===== src/rtl/sync32k_pkg.sv =====
package sync32k_pkg;

  typedef enum logic [1:0] {
    SZ_BYTE = 2'd0,
    SZ_HALF = 2'd1,
    SZ_WORD = 2'd2,
    SZ_RSVD = 2'd3
  } acc_size_e;

  typedef enum logic [2:0] {
    KIND_IDLE,
    KIND_ERR,
    KIND_WORD,
    KIND_HALF_LO,
    KIND_HALF_HI
  } acc_kind_e;

  typedef enum logic [1:0] {
    SEL_NONE,
    SEL_REV,
    SEL_CNT
  } reg_sel_e;

  localparam logic [31:0] REV_CODE = 32'h0000_0021;
  localparam int unsigned OFS_REV  = 32'h00;
  localparam int unsigned OFS_CNT  = 32'h10;

endpackage


===== src/rtl/sync32k_tick_counter.sv =====
module sync32k_tick_counter #(
  parameter int CNT_W = 32
) (
  input  logic        clk_i,
  input  logic        rst_ni,
  input  logic        tick_i,
  output logic [31:0] count_o
);

  logic [CNT_W-1:0] count_q;

  always_ff @(posedge clk_i or negedge rst_ni) begin
    if (!rst_ni)     count_q <= '0;
    else if (tick_i) count_q <= count_q + 1'b1;  // wraps silently
  end

  generate
    if (CNT_W < 32) begin : g_ext
      assign count_o = {{(32-CNT_W){1'b0}}, count_q};
    end else begin : g_full
      assign count_o = count_q[31:0];
    end
  endgenerate

  assert_hold_idle_R2: assert property (@(posedge clk_i) disable iff (!rst_ni)
    !tick_i |=> $stable(count_o));

  assert_advance_R2: assert property (@(posedge clk_i) disable iff (!rst_ni)
    tick_i |=> !$stable(count_o));

endmodule


===== src/rtl/sync32k_decode.sv =====
module sync32k_decode
  import sync32k_pkg::*;
#(
  parameter int AW = 8
) (
  input  logic [AW-1:0] addr_i,
  input  logic [1:0]    size_i,
  input  logic          rd_i,
  input  logic          wr_i,
  output acc_kind_e     kind_o,
  output reg_sel_e      sel_o
);

  acc_size_e     sz;
  logic [AW-1:0] base;
  logic          aligned;
  reg_sel_e      base_sel;

  assign sz      = acc_size_e'(size_i);
  assign base    = {addr_i[AW-1:2], 2'b00};
  assign aligned = (addr_i[1:0] == 2'b00);

  always_comb begin
    if (base == AW'(OFS_REV))      base_sel = SEL_REV;
    else if (base == AW'(OFS_CNT)) base_sel = SEL_CNT;
    else                           base_sel = SEL_NONE;
  end

  always_comb begin
    kind_o = KIND_IDLE;
    sel_o  = SEL_NONE;
    if (wr_i) begin
      kind_o = KIND_ERR;
    end else if (rd_i) begin
      unique case (sz)
        SZ_WORD: begin
          kind_o = KIND_WORD;
          sel_o  = aligned ? base_sel : SEL_NONE;
        end
        SZ_HALF: begin
          kind_o = addr_i[1] ? KIND_HALF_HI : KIND_HALF_LO;
          sel_o  = addr_i[1] ? SEL_NONE : base_sel;
        end
        default: kind_o = KIND_ERR;
      endcase
    end
  end

endmodule


===== src/rtl/sync32k_shadow.sv =====
module sync32k_shadow (
  input  logic        clk_i,
  input  logic        rst_ni,
  input  logic        cap_i,
  input  logic [15:0] cap_val_i,
  output logic [15:0] shadow_o
);

  logic [15:0] shadow_q;

  always_ff @(posedge clk_i or negedge rst_ni) begin
    if (!rst_ni)    shadow_q <= '0;
    else if (cap_i) shadow_q <= cap_val_i;
  end

  assign shadow_o = shadow_q;

  assert_shadow_keep_R8: assert property (@(posedge clk_i) disable iff (!rst_ni)
    !cap_i |=> $stable(shadow_o));

endmodule


===== src/rtl/sync32k_counter.sv =====
module sync32k_counter
  import sync32k_pkg::*;
#(
  parameter int AW    = 8,
  parameter int CNT_W = 32
) (
  input  logic          clk_i,
  input  logic          rst_ni,
  input  logic          tick_i,
  input  logic [AW-1:0] addr_i,
  input  logic [1:0]    size_i,
  input  logic          rd_i,
  input  logic          wr_i,
  output logic [31:0]   rdata_o,
  output logic          err_o
);

  logic [31:0] count;
  logic [15:0] shadow;
  acc_kind_e   kind;
  reg_sel_e    sel;
  logic [31:0] reg_val;
  logic        cap;
  logic [31:0] rdata_d;
  logic        err_d;
  logic [31:0] rdata_q;
  logic        err_q;

  sync32k_tick_counter #(.CNT_W(CNT_W)) u_cnt (
    .clk_i   (clk_i),
    .rst_ni  (rst_ni),
    .tick_i  (tick_i),
    .count_o (count)
  );

  sync32k_decode #(.AW(AW)) u_dec (
    .addr_i (addr_i),
    .size_i (size_i),
    .rd_i   (rd_i),
    .wr_i   (wr_i),
    .kind_o (kind),
    .sel_o  (sel)
  );

  // one counter sample feeds both halves; the tick lands after this edge
  always_comb begin
    unique case (sel)
      SEL_REV: reg_val = REV_CODE;
      SEL_CNT: reg_val = count;
      default: reg_val = '0;
    endcase
  end

  always_comb begin
    rdata_d = '0;
    err_d   = 1'b0;
    cap     = 1'b0;
    unique case (kind)
      KIND_ERR: err_d = 1'b1;
      KIND_WORD: begin
        rdata_d = reg_val;
        err_d   = (sel == SEL_NONE);
      end
      KIND_HALF_LO: begin
        rdata_d = {16'h0000, reg_val[15:0]};
        err_d   = (sel == SEL_NONE);
        cap     = 1'b1;
      end
      KIND_HALF_HI: rdata_d = {16'h0000, shadow};
      default: ;
    endcase
  end

  sync32k_shadow u_shd (
    .clk_i     (clk_i),
    .rst_ni    (rst_ni),
    .cap_i     (cap),
    .cap_val_i (reg_val[31:16]),
    .shadow_o  (shadow)
  );

  always_ff @(posedge clk_i or negedge rst_ni) begin
    if (!rst_ni) begin
      rdata_q <= '0;
      err_q   <= 1'b0;
    end else begin
      rdata_q <= rdata_d;
      err_q   <= err_d;
    end
  end

  assign rdata_o = rdata_q;
  assign err_o   = err_q;

  assert_idle_quiet_R3: assert property (@(posedge clk_i) disable iff (!rst_ni)
    !(rd_i || wr_i) |=> (!err_o && rdata_o == '0));

  assert_write_err_R9: assert property (@(posedge clk_i) disable iff (!rst_ni)
    wr_i |=> (err_o && rdata_o == '0));

  assert_byte_err_R10: assert property (@(posedge clk_i) disable iff (!rst_ni)
    (rd_i && size_i == 2'd0) |=> (err_o && rdata_o == '0));

  assert_rev_word_R4: assert property (@(posedge clk_i) disable iff (!rst_ni)
    (rd_i && !wr_i && size_i == 2'd2 && addr_i == '0) |=> (!err_o && rdata_o == 32'h21));

endmodule


===== config.mk =====
export PLATFORM = sky130hd
export DESIGN_NAME = sync32k_counter
export DESIGN_NICKNAME = d
export VERILOG_FILES = /design/src/rtl/sync32k_pkg.sv /design/src/rtl/sync32k_tick_counter.sv /design/src/rtl/sync32k_decode.sv /design/src/rtl/sync32k_shadow.sv /design/src/rtl/sync32k_counter.sv
export SDC_FILE = /design/constraint.sdc
export NUM_CORES = 1
export LEC_CHECK = 0
export CAP_MARGIN = 30
export CORE_MARGIN = 2
export CORE_UTILIZATION = 49
export DETAILED_ROUTE_END_ITERATION = 8
export PLACE_DENSITY = 0.79
export SLEW_MARGIN = 20
export SYNTH_ARGS = -nofsm -noshare
export SYNTH_HDL_FRONTEND = slang
export SYNTH_SLANG_ARGS = --single-unit

===== constraint.sdc =====
create_clock -name clk_i -period 3.8 [get_ports clk_i]
set_clock_uncertainty 0.1 [all_clocks]
set_input_delay 0.76 -clock clk_i [delete_from_list [all_inputs] [get_ports clk_i]]
set_output_delay 0.76 -clock clk_i [all_outputs]
set_load 0.01 [all_outputs]

==> results.cfg <==
[placement]
dpl.cell_count = 411
dp_hpwl_mm = 4.47
dpl_cell_area_um2 = 3910
port_buffers = 47
gp_congestion = 0.777

[clocking]
cts_buffer_depth = 2
ctsHoldBuffers = 0
htreeDepth = 3
post_cts_buffers = 0
post_cts_resized = 0
cts_tree = yes
clock-root-buffer = clkbuf_8
clk_latency_ns = 0.34
clk_pin_slew_ns = 0.07
clkSinkCount = 81
numCtsBuffers = 9

[floorplan]
die_x_um = 86.9
die_h_um = 86.9
core_um2 = 6720
io_pins = 48
dieArea_um2 = 7550
rows = 30
initial_utilization = 0.501

[layout]
area_delta_synth_final_pct = 21.9
drive_above_1_share = 0.0867
fin_area_um2 = 4100
fin_nets = 364
antennaDiodeCount = 0
stdcell_count = 426
fin_util = 0.610

[yosys]
syn-cell-area_um2 = 3360
yosysSeqAreaShare = 0.602
syn-num-nets = 312
synth_top_cell_by_area = dfrtp_1
synth.distinct_cells = 39
synthCells = 291
netlist.area_leader.share = 0.602
ys_top_cells_by_area = dfrtp_1 (60%), xnor2_1 (6.0%), nand2_1 (5.2%)
ys_seq_elements = 81
yosys_warnings = 0
syn_avg_cell_area_um2 = 11.6

[power_and_ir_drop]
power_frac_clock = 0.334
p_switching_w = 0.000388
p_leak_nw = 1.89
pwr-share-seq = 0.597
ir_drop_v = 0.000226
swShare = 0.244
p_int_w = 0.00120
power_frac_comb = 0.069
p_per_area_nw_per_um2 = 387
power_w = 0.00159

[detailed_routing]
wl_per_cell_um = 15.2
postRouteAntennaNets = 0
vias = 2244
drcViolationCount = 0
avgViaCountPerCell = 5.27
drtIter0Drc = 192
drt_wl_total_mm = 6.46
first_pass_iters = 4

[sta]
tightest_slew_ns = 0.796
max_freq_mhz = 296
finalCriticalPeriod_ns = 3.37
fin_tns_setup_ns = 0
min_period_over_period = 0.888
rsz0062_at_grt = false
hold_viol = 0
finalSetupViolCount = 0
slew_headroom = 0.467
finalMaxSlewViolations = 0

[grt]
grt_antenna_before_repair = 0
grt_max_degree = 82
grt_pass1_vias = 2206
grt.overflow.total = 0
grt_pass1_wl_mm = 10.8
grt_usage = 0.189

[worst_setup_path]
arrival_ns = 3.55
cp.required_ns = 3.98
r2r-start = u_cnt.count_o[0]$_DFFE_PN0P_
critPathCapture = rdata_o[8]$_DFF_PN0_
cp-start-kind = input port
reg2reg_slack_ns = 1.86
path_class = input port to flop
r2r_end = u_cnt.count_o[24]$_DFFE_PN0P_
cp_max_fo = 19
critPathLaunch = size_i[0]
crit_path_end_kind = flop
worst-r2r-cell-count = 5

[hold_path]
hp-class = input port to async pin

[run]
cap_violations = 0

[outcome]
status = complete, no violations
[flip-flops by register name, summed over array words and instances (netlist names)]
name and count:
u_shd.shadow_o 16, err_o 1, u_cnt.count_o 32, rdata_o 32
[power by group through the flow]
| stage | clock, W | sequential (W) | combinational (W) |
|---|---|---|---|
| 3_5_place_dp | 0 | 0.000964 | 0.000109 |
| 4_1_cts | 0.000548 | 0.000947 | 0.000109 |
| 2_1_floorplan | 0 | 0.000949 | 0.0000616 |
| 5_1_grt | 0.000587 | 0.000953 | 0.000124 |
| 3_3_place_gp | 0 | 0.000962 | 0.000103 |
| 6_report | 0.000531 | 0.000947 | 0.000110 |
[routing by layer]
layer	GRT usage	vias up	routed length (µm)	part of all wire
met5	0	-	0	0
met4	0.0639	0	62	0.0096
met3	0.0531	7	347	0.054
met2	0.297	53	3140	0.49
met1	0.253	1105	2920	0.45
li1	-	1079	-	-
[cell usage after synthesis]
| master | number |
|---|---|
| nand3_2 | 1 |
| o21ai_0 | 18 |
| nor3b_1 | 1 |
| nand4_2 | 1 |
| o21a_1 | 2 |
| clkbuf_1 | 8 |
| a21oi_1 | 3 |
| xor2_1 | 8 |
| o211a_1 | 1 |
| buf_4 | 1 |
| mux2_2 | 1 |
| nor3_1 | 3 |
| and4_1 | 3 |
| inv_1 | 9 |
| nand4_1 | 5 |
| nor2_2 | 1 |
| buf_2 | 1 |
| o2111ai_1 | 1 |
| xnor2_1 | 23 |
| ha_1 | 6 |
| nand2_4 | 1 |
| dfrtp_1 | 81 |
| a22o_1 | 14 |
| and3_1 | 3 |
| nand4b_1 | 1 |
| nor2b_1 | 3 |
| and2_1 | 16 |
| nor3_4 | 1 |
| nand3_1 | 10 |
| nor4_1 | 1 |
| nand2b_1 | 2 |
| nor4_4 | 1 |
| nand2_1 | 47 |
| nor2_1 | 6 |
| nand2b_2 | 1 |
| or3_4 | 3 |
| mux2i_1 | 1 |
| nor3_2 | 1 |
| a21o_1 | 1 |
[per-stage QoR]
| step | hold slack, ns | setup slack (ns) |
|---|---|---|
| 2_1_floorplan | 0.350 | 0.851 |
| 3_3_place_gp | 0.366 | 0.245 |
| 3_5_place_dp | 0.371 | 0.0897 |
| 4_1_cts | 0.388 | 0.444 |
| 5_1_grt | 0.266 | 0.221 |
| 6_report | 0.254 | 0.426 |
[worst min-delay path by stage]
stage / startpoint / endpoint / slack, ns / depth (start not counted)
floorplan: u_shd.shadow_o[0]$_DFFE_PN0P_ / rdata_o[0]$_DFF_PN0_ / 0.35 / 2
global placement: u_shd.shadow_o[2]$_DFFE_PN0P_ / u_shd.shadow_o[2]$_DFFE_PN0P_ / 0.37 / 2
detailed placement: u_shd.shadow_o[14]$_DFFE_PN0P_ / u_shd.shadow_o[14]$_DFFE_PN0P_ / 0.37 / 2
CTS: u_shd.shadow_o[14]$_DFFE_PN0P_ / u_shd.shadow_o[14]$_DFFE_PN0P_ / 0.39 / 2
global route: rst_ni / rdata_o[23]$_DFF_PN0_ / 0.27 / 1
finish: rst_ni / rdata_o[25]$_DFF_PN0_ / 0.25 / 1
[layout make-up]
cell class / instances / area [µm²]
tap: 80 / 100
fill: 543 / 2620
timing repair buffer: 51 / 518
sequential: 81 / 2030
multi-input combinational: 191 / 1260
inverter: 9 / 33.8
clock inverter: 3 / 18.8
clock buffer: 11 / 141
[kinds of logic (layout without fill, tap and decap cells)]
group / after synthesis / count (layout) / share of synthesized area
simple gates: 112 / 112 / 0.186
flops: 81 / 81 / 0.602
mux: 2 / 2 / 0.00632
compound gates: 40 / 40 / 0.0800
buf+inv: 19 / 74 / 0.0227
fa+ha+maj: 6 / 6 / 0.0223
xor+xnor: 31 / 31 / 0.0807
[critical path, cell delays in order]
cell,delay [ns]
clkdlybuf4s50_1,0.49
inv_1,0.05
ha_1,0.30
nor3b_1,0.37
o2111ai_1,0.20
inv_1,0.08
nand2_1,0.09
inv_1,0.07
ha_1,0.16
buf_4,0.23
and2_1,0.51
a22o_1,0.22
[placed cells by master, fill, tap and decap left out, types with 2 or more instances in the layout]
master	instances
nor2_1	6
clkinv_2	2
dfrtp_1	81
buf_4	4
and4_1	3
a21oi_1	3
nand4_1	5
nor3_1	3
ha_1	6
xnor2_1	23
or3_4	3
a22o_1	14
and3_1	3
nand3_1	10
and2_1	16
o21a_1	2
nand2_1	47
clkbuf_8	10
inv_1	9
o21ai_0	18
nand2b_1	2
clkdlybuf4s50_1	46
xor2_1	8
nor2b_1	3
Power figures use the tool's default switching activity.
